## src/rtl/hw_ctrl_pkg.sv

```systemverilog
// Package: shared control-line indices and the instruction-class record.
// Assumes: control vector bit order is fixed by the line index enum below.
package hw_ctrl_pkg;

    typedef enum int unsigned {
        SIG_PC_OUT   = 0,
        SIG_PC_IN    = 1,
        SIG_MAR_IN   = 2,
        SIG_MEM_RD   = 3,
        SIG_CLR_Y    = 4,
        SIG_CARRY_IN = 5,
        SIG_ALU_ADD  = 6,
        SIG_Z_IN     = 7,
        SIG_Z_OUT    = 8,
        SIG_MBR_OUT  = 9,
        SIG_IR_IN    = 10,
        SIG_R1_OUT   = 11,
        SIG_R1_IN    = 12,
        SIG_R3_OUT   = 13,
        SIG_Y_IN     = 14,
        SIG_DISP_OUT = 15,
        SIG_END      = 16
    } ctl_sig_e;

    localparam int NUM_SIG = 17;

    typedef struct packed {
        logic add_reg;
        logic add_ind;
        logic branch;
        logic illegal;
    } instr_cls_t;

endpackage

```

## src/rtl/ctrl_step_counter.sv

```systemverilog
// Module: binary control-step counter.
// Does: holds the current step index, restarts at zero on reset or end,
// and otherwise increments, saturating at the last step.
// Assumes: synchronous active-low reset; end_i is sampled at the clock edge.
module ctrl_step_counter #(
    parameter int N_STEPS = 7,
    localparam int CNT_W = $clog2(N_STEPS)
) (
    input  logic             clk,
    input  logic             rst_n,
    input  logic             end_i,
    output logic [CNT_W-1:0] cnt_o
);

    localparam logic [CNT_W-1:0] LAST = CNT_W'(N_STEPS - 1);

    logic [CNT_W-1:0] cnt_q;

    // Advance, restart or hold the step index once per clock.
    always_ff @(posedge clk) begin
        if (!rst_n) begin
            cnt_q <= '0;
        end else if (end_i) begin
            cnt_q <= '0;
        end else if (cnt_q != LAST) begin
            cnt_q <= cnt_q + 1'b1;
        end
    end

    assign cnt_o = cnt_q;

endmodule

```

## src/rtl/ctrl_step_decoder.sv

```systemverilog
// Module: one-hot step decoder.
// Does: expands the binary step index into T1..Tn terms (bit 0 = T1).
// Assumes: index never exceeds N_STEPS-1.
module ctrl_step_decoder #(
    parameter int N_STEPS = 7,
    localparam int CNT_W = $clog2(N_STEPS)
) (
    input  logic [CNT_W-1:0]   cnt_i,
    output logic [N_STEPS-1:0] step_oh_o
);

    for (genvar i = 0; i < N_STEPS; i++) begin : g_term
        // One comparator per step term.
        assign step_oh_o[i] = (cnt_i == CNT_W'(i));
    end

endmodule

```

## src/rtl/ctrl_instr_decoder.sv

```systemverilog
// Module: opcode classifier.
// Does: maps the IR opcode field onto one class flag; codes that match no
// supported instruction raise the illegal flag.
// Assumes: exactly one class flag is high for any opcode value.
module ctrl_instr_decoder
    import hw_ctrl_pkg::*;
#(
    parameter int               OPC_W    = 4,
    parameter logic [OPC_W-1:0] OP_ADD_R = 4'h1,
    parameter logic [OPC_W-1:0] OP_ADD_I = 4'h2,
    parameter logic [OPC_W-1:0] OP_BR    = 4'h3
) (
    input  logic [OPC_W-1:0] opcode_i,
    output instr_cls_t       cls_o
);

    // Classify the current opcode.
    always_comb begin
        cls_o         = '0;
        cls_o.add_reg = (opcode_i == OP_ADD_R);
        cls_o.add_ind = (opcode_i == OP_ADD_I);
        cls_o.branch  = (opcode_i == OP_BR);
        cls_o.illegal = !(cls_o.add_reg || cls_o.add_ind || cls_o.branch);
    end

endmodule

```

## src/rtl/ctrl_signal_encoder.sv

```systemverilog
// Module: combinational control-line generator.
// Does: forms each control line as a sum of products of one-hot step terms
// and instruction-class terms.
// Assumes: step_oh_i is one-hot with bit 0 = T1; at least 7 steps exist.
module ctrl_signal_encoder
    import hw_ctrl_pkg::*;
#(
    parameter int N_STEPS = 7
) (
    input  logic [N_STEPS-1:0] step_oh_i,
    input  instr_cls_t         cls_i,
    output logic [NUM_SIG-1:0] ctrl_o
);

    logic t1, t2, t3, t4, t5, t6, t7;
    logic ar, ai, br, bad;

    assign t1  = step_oh_i[0];
    assign t2  = step_oh_i[1];
    assign t3  = step_oh_i[2];
    assign t4  = step_oh_i[3];
    assign t5  = step_oh_i[4];
    assign t6  = step_oh_i[5];
    assign t7  = step_oh_i[6];
    assign ar  = cls_i.add_reg;
    assign ai  = cls_i.add_ind;
    assign br  = cls_i.branch;
    assign bad = cls_i.illegal;

    // One product sum per control line.
    always_comb begin
        ctrl_o               = '0;
        ctrl_o[SIG_PC_OUT]   = t1 | (t4 & br);
        ctrl_o[SIG_PC_IN]    = t2 | (t6 & br);
        ctrl_o[SIG_MAR_IN]   = t1 | (t4 & ai);
        ctrl_o[SIG_MEM_RD]   = t1 | (t4 & ai);
        ctrl_o[SIG_CLR_Y]    = t1;
        ctrl_o[SIG_CARRY_IN] = t1;
        ctrl_o[SIG_ALU_ADD]  = t1 | (t5 & (ar | br)) | (t6 & ai);
        ctrl_o[SIG_Z_IN]     = t1 | (t5 & (ar | br)) | (t6 & ai);
        ctrl_o[SIG_Z_OUT]    = t2 | (t6 & (ar | br)) | (t7 & ai);
        ctrl_o[SIG_MBR_OUT]  = t3 | (t6 & ai);
        ctrl_o[SIG_IR_IN]    = t3;
        ctrl_o[SIG_R1_OUT]   = (t4 & ar) | (t5 & ai);
        ctrl_o[SIG_R1_IN]    = (t6 & ar) | (t7 & ai);
        ctrl_o[SIG_R3_OUT]   = (t5 & ar) | (t4 & ai);
        ctrl_o[SIG_Y_IN]     = (t4 & (ar | br)) | (t5 & ai);
        ctrl_o[SIG_DISP_OUT] = t5 & br;
        ctrl_o[SIG_END]      = (t6 & (ar | br)) | (t7 & ai) | (t4 & bad);
    end

endmodule

```

## src/rtl/hw_ctrl_unit.sv

```systemverilog
// Module: hardwired control unit (top).
// Does: sequences fetch and execute steps for register add, register-
// indirect add and relative branch, producing the control-line vector.
// Assumes: ir_opcode holds the loaded instruction from T4 onward;
// synchronous active-low reset.
module hw_ctrl_unit
    import hw_ctrl_pkg::*;
#(
    parameter int               N_STEPS  = 7,
    parameter int               OPC_W    = 4,
    parameter logic [OPC_W-1:0] OP_ADD_R = 4'h1,
    parameter logic [OPC_W-1:0] OP_ADD_I = 4'h2,
    parameter logic [OPC_W-1:0] OP_BR    = 4'h3
) (
    input  logic               clk,
    input  logic               rst_n,
    input  logic [OPC_W-1:0]   ir_opcode,
    output logic [NUM_SIG-1:0] ctrl_o
);

    localparam int CNT_W = $clog2(N_STEPS);

    logic [CNT_W-1:0]   step_cnt;
    logic [N_STEPS-1:0] step_oh;
    instr_cls_t         instr_cls;
    logic [NUM_SIG-1:0] ctrl_vec;

    ctrl_step_counter #(.N_STEPS(N_STEPS)) u_cnt (
        .clk   (clk),
        .rst_n (rst_n),
        .end_i (ctrl_vec[SIG_END]),
        .cnt_o (step_cnt)
    );

    ctrl_step_decoder #(.N_STEPS(N_STEPS)) u_tdec (
        .cnt_i     (step_cnt),
        .step_oh_o (step_oh)
    );

    ctrl_instr_decoder #(
        .OPC_W    (OPC_W),
        .OP_ADD_R (OP_ADD_R),
        .OP_ADD_I (OP_ADD_I),
        .OP_BR    (OP_BR)
    ) u_idec (
        .opcode_i (ir_opcode),
        .cls_o    (instr_cls)
    );

    ctrl_signal_encoder #(.N_STEPS(N_STEPS)) u_enc (
        .step_oh_i (step_oh),
        .cls_i     (instr_cls),
        .ctrl_o    (ctrl_vec)
    );

    assign ctrl_o = ctrl_vec;

endmodule

```

## config.mk

```make
export PLATFORM = sky130hd
export DESIGN_NAME = hw_ctrl_unit
export DESIGN_NICKNAME = d
export VERILOG_FILES = /design/src/rtl/hw_ctrl_pkg.sv /design/src/rtl/ctrl_step_counter.sv /design/src/rtl/ctrl_step_decoder.sv /design/src/rtl/ctrl_instr_decoder.sv /design/src/rtl/ctrl_signal_encoder.sv /design/src/rtl/hw_ctrl_unit.sv
export SDC_FILE = /design/constraint.sdc
export NUM_CORES = 1
export LEC_CHECK = 0
export BUFFER_PORTS_ARGS = -buffer_cell sky130_fd_sc_hd__buf_4
export CAP_MARGIN = 40
export CELL_PAD_IN_SITES_DETAIL_PLACEMENT = 2
export CELL_PAD_IN_SITES_GLOBAL_PLACEMENT = 2
export CORE_UTILIZATION = 23
export DETAILED_ROUTE_END_ITERATION = 12
export PLACE_DENSITY_LB_ADDON = 0.1
export SYNTH_ARGS = -nofsm -noshare
export SYNTH_HDL_FRONTEND = slang
export SYNTH_SLANG_ARGS = --single-unit
```

## constraint.sdc

```tcl
create_clock -name clk -period 1.81 [get_ports clk]
set_input_delay 0.0905 -clock clk [delete_from_list [all_inputs] [get_ports clk]]
set_output_delay 0.0905 -clock clk [all_outputs]
set_load 0.05 [all_outputs]
```

==> results of run 1 <==
## final cells by class
cell class,count,share of cell area
Multi-Input combinational cell,51,0.5383
Timing Repair Buffer,27,0.2811
Sequential cell,3,0.08348
Tap cell,27,0.04600
Clock buffer,4,0.03578
Inverter,3,0.01533
## timing repair
item                       4_1_cts  5_1_grt
gates cloned                     0        0
setup endpoints to repair        2        3
hold buffers                     0        0
gates resized for setup          2        4
## worst register-to-register path: stages, from the launching register on
cell     delay, ns
dfxtp_2       0.38
inv_1         0.08
ha_1          0.29
nand2_1       0.13
mux2_2        0.33
nor4b_1       0.21
## layer usage
metal,GRT usage,vias to the layer above,part of all wire
met5,0,-,0
met4,0.05556,0,0.011
met3,0.04528,3,0.063
met2,0.2243,22,0.45
met1,0.2133,258,0.47
li1,-,275,-
## report_power, final
part	total, mW	internal (mW)	switching, mW
sequential	0.0885	0.0767	0.0118
combinational	0.499	0.163	0.336
clock	0.125	0.0831	0.0418
total	0.713	0.323	0.390
## path summary, 6_finish.rpt
path	slack, ns	endpoint	depth (start not counted)
setup / recovery	0.11	ctrl_o[16]	6
hold / removal	0.15	u_cnt.cnt_o[2]	2
setup reg to reg	0.28	u_cnt.cnt_o[2]	5
hold reg to reg	0.69	u_cnt.cnt_o[1]	3
## layout by cell type (no fill, tap or decap), drive strengths merged
cell      n
buf      27
nand3     7
nand2     6
nor2      5
nor2b     5
ha        5
clkbuf    4
inv       3
nor4b     3
dfxtp     3
a32oi     2
a21oi     2
o21ai     2
a21o      2
or2       2
a41oi     1
o211ai    1
o21bai    1
a41o      1
a31o      1
a21boi    1
o21a      1
and4b     1
a2bb2oi   1
mux2      1
## logic make-up after synthesis
| family | after synthesis | synth area share |
|---|---|---|
| simple gates | 29 | 0.3333 |
| compound gates | 16 | 0.2436 |
| buf+inv | 11 | 0.1487 |
| fa+ha+maj | 5 | 0.1282 |
| flops | 3 | 0.1231 |
| mux | 1 | 0.02308 |
==> metrics.cfg, run 1 <==
[yosys]
yosys-top-cells-count = nand3_1, nand2_1, ha_1, nor2_1, nor2b_1
yosysMostFrequentCell = nand3_1
synth_cell_types = 30
synthCells = 65
yosysSeqAreaShare = 0.1231
syn_area_per_cell_um2 = 7.507
syn_area_um2 = 488.0
ys_ff_latch = 3
yosys.area.top_type_share = 0.1282
synth_ff_type = dfxtp_1
ys_async_sr_fraction = 0
ys_top_cells_by_area = ha_1, dfxtp_1, nand3_1, nor2b_1, buf_4
yosys.area.top_type = ha_1
synth.net_count = 76
yosysWarnings = 0
synth_edf_count = 0

[sta]
setup_violations = 0
timing.final.ws_setup_ns = 0.1062
relSlewSlack = 0.8314
fin_crit_sh = 0.9413
fmax_ghz = 0.5869
fin_crit_ns = 1.704
holdWs_ns = 0.1464
skew_ns = 0.003688
grt_setup_unrepaired = false
worst_pin_slew_ns = 0.2528
final_max_slew_viol_count = 0
hold_viol = 0
fin_setup_tns_ns = 0

[hold_path]
hp-start = rst_n
min_path_type = input pin to flip-flop

[clock_tree]
cts-root-buf = clkbuf_4
clock-sinks = 3
clock_latency_ns = 0.24
post-cts-setup-buffers = 0
cts_buffer_depth = 2
numCtsBuffers = 3
cts_tree = yes
cts.clk_slew.worst_paths_ns = 0.04
htreeDepth = 1

[placement]
numPortBuffers = 22
dp_hpwl_um = 1275
pre_cts_ws_ns = 0.2302
dp.cells = 111
place.gp.congestion = 0.7536
placed_area_um2 = 678.2

[global_routing]
grt_max_degree = 11
grt_pass1_vias = 515
grt_overflow = 0
grt_usage = 0.1540
grt_pass1_wl_um = 2421
antenna_found_initial = 0

[critical_path]
crit_path_max_incr_delay_ns = 0.35
crit_chain = ha_1 > ha_4 > nor2b_1 > a41oi_1 > o211ai_1 > buf_4
worstPathArrival_ns = 1.61
slowest_stage = dfxtp_2
cp-end-kind = primary output
r2r-start = u_cnt.cnt_o[0]
worstSetupPathType = flip-flop to primary output
path_buf_inv = 1
cp_max_fo = 5
crit_family = adder cells
critPathLaunchType = flip-flop
cp-startpoint = u_cnt.cnt_o[0]
cp.required_ns = 1.72

[floorplan]
num_rows = 16
die_area_mm2 = 0.002310
die_h_um = 48.06
initial_core_util = 0.2462
io_pins = 23
coreArea_mm2 = 0.001982
die_w_um = 48.06

[detailed_routing]
firstDrtPassIters = 2
vias = 558
detail-route-antenna-nets = 0
drtIter0Drc = 1
drc = 0
wl_um = 1609
vias_per_cell = 4.852
wire_per_inst_um = 13.99

[finish]
fin_util = 0.3706
drive_gt1_frac = 0.4545
num-fill-cells = 226
instances_no_fill = 115
post-route-cell-area_um2 = 734.5
nets = 100
seq_area_um2 = 61.31
largest_reg_flops = 3
diodes = 0
area_growth_pct = 50.51
multi_input_area_um2 = 395.4

[power_and_ir_drop]
power_density_mw_per_mm2 = 970.5
ir_drop_v = 0.0004255
p_leak_nw = 0.3212
total_power_mw = 0.7128

[flow_run]
maxCapViolCount = 0

[run_status]
status = finished, final reports clean

Note: power is estimated with default switching activity, not from simulation.
==> run 2: changes to the inputs <==
==> constraint.sdc (replaced) <==
create_clock -name clk -period 1.6 [get_ports clk]
set_input_delay 0.08 -clock clk [delete_from_list [all_inputs] [get_ports clk]]
set_output_delay 0.08 -clock clk [all_outputs]
set_load 0.05 [all_outputs]
==> metrics.cfg, run 2 (synthesized netlist as in run 1, its figures left out) <==
[floorplan]
io_pins = 23
coreArea_mm2 = 0.001982
die_h_um = 48.06
num_rows = 16
die_w_um = 48.06
die_area_mm2 = 0.002310
initial_core_util = 0.2462

[detailed_routing]
drtIter0Drc = 4
vias_per_cell = 4.992
wl_met1_um = 822
routed.top_layer = met3
wire_per_inst_um = 15.89
met3_length_um = 56
wl_met2_um = 996
vias = 589
detail-route-antenna-nets = 0
drc = 0
firstDrtPassIters = 2
wl_um = 1875

[critical_path]
cp-end-kind = primary output
cp_max_fo = 4
worstSetupPathType = flip-flop to primary output
worstPathArrival_ns = 1.53
cp.required_ns = 1.52
r2r_slack_ns = 0.12
critPathLaunchType = flip-flop

[global_routing]
grt_usage = 0.1799
grt_max_degree = 11
antenna_found_initial = 0
grt_pass1_wl_um = 2787
grt_pass1_vias = 579
grt_overflow = 0

[run_status]
status = finished with violations
failed_checks = setup timing

[sta]
hold_viol = 0
worst_pin_slew_ns = 0.4175
grt_setup_unrepaired = true
holdWs_ns = 0.1276
fmax_ghz = 0.6200
skew_ns = 0.001147
relSlewSlack = 0.7211
fin_crit_sh = 1.008
final_max_slew_viol_count = 0
setup_violations = 2
timing.final.ws_setup_ns = -0.01294
fin_crit_ns = 1.613
fin_setup_tns_ns = -0.01558

[clock_tree]
clock_latency_ns = 0.23
clock-sinks = 3
cts.clk_slew.worst_paths_ns = 0.04
cts_buffer_depth = 2
numCtsBuffers = 3
htreeDepth = 1
cts-root-buf = clkbuf_4
cts_tree = yes

[finish]
post-route-cell-area_um2 = 938.4
final_cell_mix = buf_4, buf_6, nand3_1, nand2_1, ha_4
diodes = 0
seq_area_um2 = 71.32
final_common_cell = buf_4
area_growth_pct = 92.31
nets = 103
num-fill-cells = 216
multi_input_area_um2 = 530.5
fin_util = 0.4735
instances_no_fill = 118
drive_gt1_frac = 0.6703
largest_reg_flops = 3

[placement]
place.gp.congestion = 0.7204
dp.cells = 112
placed_area_um2 = 721.9
dp_hpwl_um = 1311
numPortBuffers = 22

[hold_path]
min_path_type = input pin to flip-flop

[power_and_ir_drop]
p_leak_nw = 0.3605
power_density_mw_per_mm2 = 1003
ir_drop_v = 0.0005995

[flow_run]
maxCapViolCount = 0

run 2: cell types whose count changed in the layout (fill, tap and decap cells not counted), sizes merged:
cell,delta
inv,-1
buf,+3
clkinvlp,+1
run 2: worst max-delay path, stage by stage, from the launching register on:
cell and delay, ns:
dfxtp_4 0.36, inv_4 0.07, ha_4 0.13, nand3_1 0.10, or2_4 0.29, o21ai_2 0.16
buf_6 0.17
run 2: stage by stage:
step	setup WS [ns]	total power [mW]
2_1_floorplan	-0.1423	0.5402
3_3_place_gp	0.1239	0.6693
3_5_place_dp	0.04296	0.6743
4_1_cts	-0.04178	0.8384
5_1_grt	-0.08080	0.9974
6_report	-0.01294	0.9408
run 2: metal layers:
metal / track usage / vias up
met5: 0 / -
met4: 0.08333 / 0
met3: 0.02264 / 0
met2: 0.3054 / 16
met1: 0.2239 / 288
li1: - / 285
run 2: worst paths after layout:
path / to / from / depth (start not counted)
setup / recovery: ctrl_o[12] / u_cnt.cnt_o[1] / 6
hold / removal: u_cnt.cnt_o[0] / rst_n / 2
setup reg to reg: u_cnt.cnt_o[2] / u_cnt.cnt_o[0] / 5
hold reg to reg: u_cnt.cnt_o[1] / u_cnt.cnt_o[2] / 3
run 2: cell type report:
type,count,area share
Multi-Input combinational cell,51,0.5653
Timing Repair Buffer,30,0.2760
Sequential cell,3,0.07600
Tap cell,27,0.03600
Clock buffer,4,0.02800
Inverter,3,0.01867
run 2: power breakdown:
| group | internal, mW | switching, mW | total (mW) |
|---|---|---|---|
| combinational | 0.267 | 0.423 | 0.691 |
| clock | 0.0936 | 0.0420 | 0.136 |
| sequential | 0.0894 | 0.0252 | 0.115 |
run 2: timing repair:
action                     CTS  global route
hold endpoints to repair     0             0
hold buffers                 0             0
setup endpoints to repair   12            12
gates resized for setup     13            24
gates cloned                 0             0
setup buffers                0             2
pin swaps                    1             6
==> run 3: changes to the inputs <==
==> constraint.sdc (replaced) <==
create_clock -name clk -period 1.6 [get_ports clk]
set_input_delay 0.24 -clock clk [delete_from_list [all_inputs] [get_ports clk]]
set_output_delay 0.24 -clock clk [all_outputs]
set_load 0.05 [all_outputs]
==> metrics.cfg, run 3 (synthesized netlist as in run 1, its figures left out) <==
[global_routing]
grt_pass1_wl_um = 2863
grt_max_degree = 9
grt_usage = 0.1904
grt_pass1_vias = 609
antenna_found_initial = 0
grt_overflow = 0

[detailed_routing]
vias = 660
wl_um = 2711
drc = 0
firstDrtPassIters = 4
detail-route-antenna-nets = 0
wire_per_inst_um = 21.18
drtIter0Drc = 8
vias_per_cell = 5.156

[sta]
holdWs_ns = 0.2798
fin_setup_tns_ns = -2.044
relSlewSlack = 0.7049
timing.final.ws_setup_ns = -0.2401
fin_crit_ns = 1.840
skew_ns = 0.0009209
worst_pin_slew_ns = 0.4418
final_max_slew_viol_count = 0
grt_setup_unrepaired = true
fin_crit_sh = 1.150
setup_violations = 15
hold_viol = 0
fmax_ghz = 0.5435

[floorplan]
die_h_um = 48.06
io_pins = 23
num_rows = 16
die_w_um = 48.06
coreArea_mm2 = 0.001982
initial_core_util = 0.2462
die_area_mm2 = 0.002310

[power_and_ir_drop]
swShare = 0.5179
power_density_mw_per_mm2 = 972.4
clockPowerShare = 0.141
combPwrFrac = 0.757
p_seq_frac = 0.103
ir_drop_v = 0.0007118
p_int_mw = 0.5232
p_leak_nw = 0.4462
p_sw_mw = 0.5620

[finish]
largest_reg_flops = 3
num-fill-cells = 190
final_cell_mix = buf_4, buf_6, nand3_1, ha_4, buf_8
diodes = 0
nets = 113
seq_area_um2 = 68.82
multi_input_area_um2 = 604.3
area_growth_pct = 128.7
drive_gt1_frac = 0.7723
final_common_cell = buf_4

[clock_tree]
cts_buffer_depth = 2
htreeDepth = 1
numCtsBuffers = 3
cts_tree = yes
cts.clk_slew.worst_paths_ns = 0.04
clock_latency_ns = 0.25
cts_hold_buffers = 0
clock-sinks = 3
cts-root-buf = clkbuf_4

[run_status]
status = finished with violations
failed_checks = setup timing

[critical_path]
slowest_stage = dfxtp_4
cp.required_ns = 1.36
critPathLaunchType = flip-flop
crit_chain = inv_2 > ha_4 > nand3_2 > or2_4 > o211ai_1 > buf_4
worstSetupPathType = flip-flop to primary output
cp_max_fo = 4
path_buf_inv = 2
crit_path_max_incr_delay_ns = 0.36
cp-end-kind = primary output
crit_family = simple AND/OR/NAND/NOR gates
worstPathArrival_ns = 1.60

[hold_path]
min_path_type = input pin to flip-flop

[placement]
dp_hpwl_um = 1413
numPortBuffers = 22
place.gp.congestion = 0.7707

[flow_run]
maxCapViolCount = 0

run 3: cell types whose count changed in the layout (fill, tap and decap cells not counted), moves of 2 or more:
cell,before,now
nand2_1,6,3
buf_8,0,4
inv_2,0,2
buf_6,9,11
nand2_2,0,2
buf_4,21,25
run 3: stage by stage:
stage	power (mW)	instance area, um2	worst slack, ns	util	std cells
floorplan	0.5750	583.1	-0.1693	-	65
global placement	0.7019	799.5	-0.04340	0.4034	119
detailed placement	0.7098	799.5	-0.06958	0.4034	119
CTS	0.9110	927.1	-0.1910	0.4678	125
global route	1.124	1116	-0.2909	0.5631	128
finish	1.085	1116	-0.2401	0.5631	128
run 3: routing by layer:
metal  GRT usage  wire length (um)  up-vias
li1            -                 -      302
met1      0.2252              1152      333
met2      0.3324              1440       23
met3     0.07925               102        2
met4     0.01667                16        0
met5           0                 0        -
run 3: power groups by stage:
stage	registers [mW]	logic, mW	clock network [mW]
floorplan	0.101	0.474	0
global placement	0.0993	0.603	0
detailed placement	0.100	0.610	0
CTS	0.107	0.663	0.141
global route	0.112	0.852	0.159
finish	0.112	0.821	0.153
run 3: path summary, 6_finish.rpt:
| kind | start | slack (ns) | depth (start not counted) | end |
|---|---|---|---|---|
| worst max-delay path | u_cnt.cnt_o[1] | -0.24 | 6 | ctrl_o[16] |
| worst min-delay path | rst_n | 0.28 | 2 | u_cnt.cnt_o[1] |
| worst max register to register | u_cnt.cnt_o[1] | 0.01 | 6 | u_cnt.cnt_o[2] |
| worst min register to register | u_cnt.cnt_o[1] | 0.73 | 3 | u_cnt.cnt_o[1] |
run 3: area by class of cell:
| cell class | instances | area share |
|---|---|---|
| clock buffers | 4 | 0.02354 |
| multi-input cells | 51 | 0.5415 |
| inverters | 3 | 0.01009 |
| flip-flops and latches | 3 | 0.06166 |
| well taps | 27 | 0.03027 |
| repair buffers | 40 | 0.3330 |
run 3: what timing repair did:
action	4_1_cts	5_1_grt
gates resized for setup	23	31
setup endpoints to repair	17	18
pin swaps	3	8
setup buffers	2	4
hold endpoints to repair	0	0
run 3: worst reg2reg max path, stage by stage (launching register included):
cell	delay, ns
dfxtp_4	0.36
buf_4	0.14
ha_4	0.18
buf_4	0.15
nand2_2	0.09
mux2_4	0.31
nor4b_2	0.25
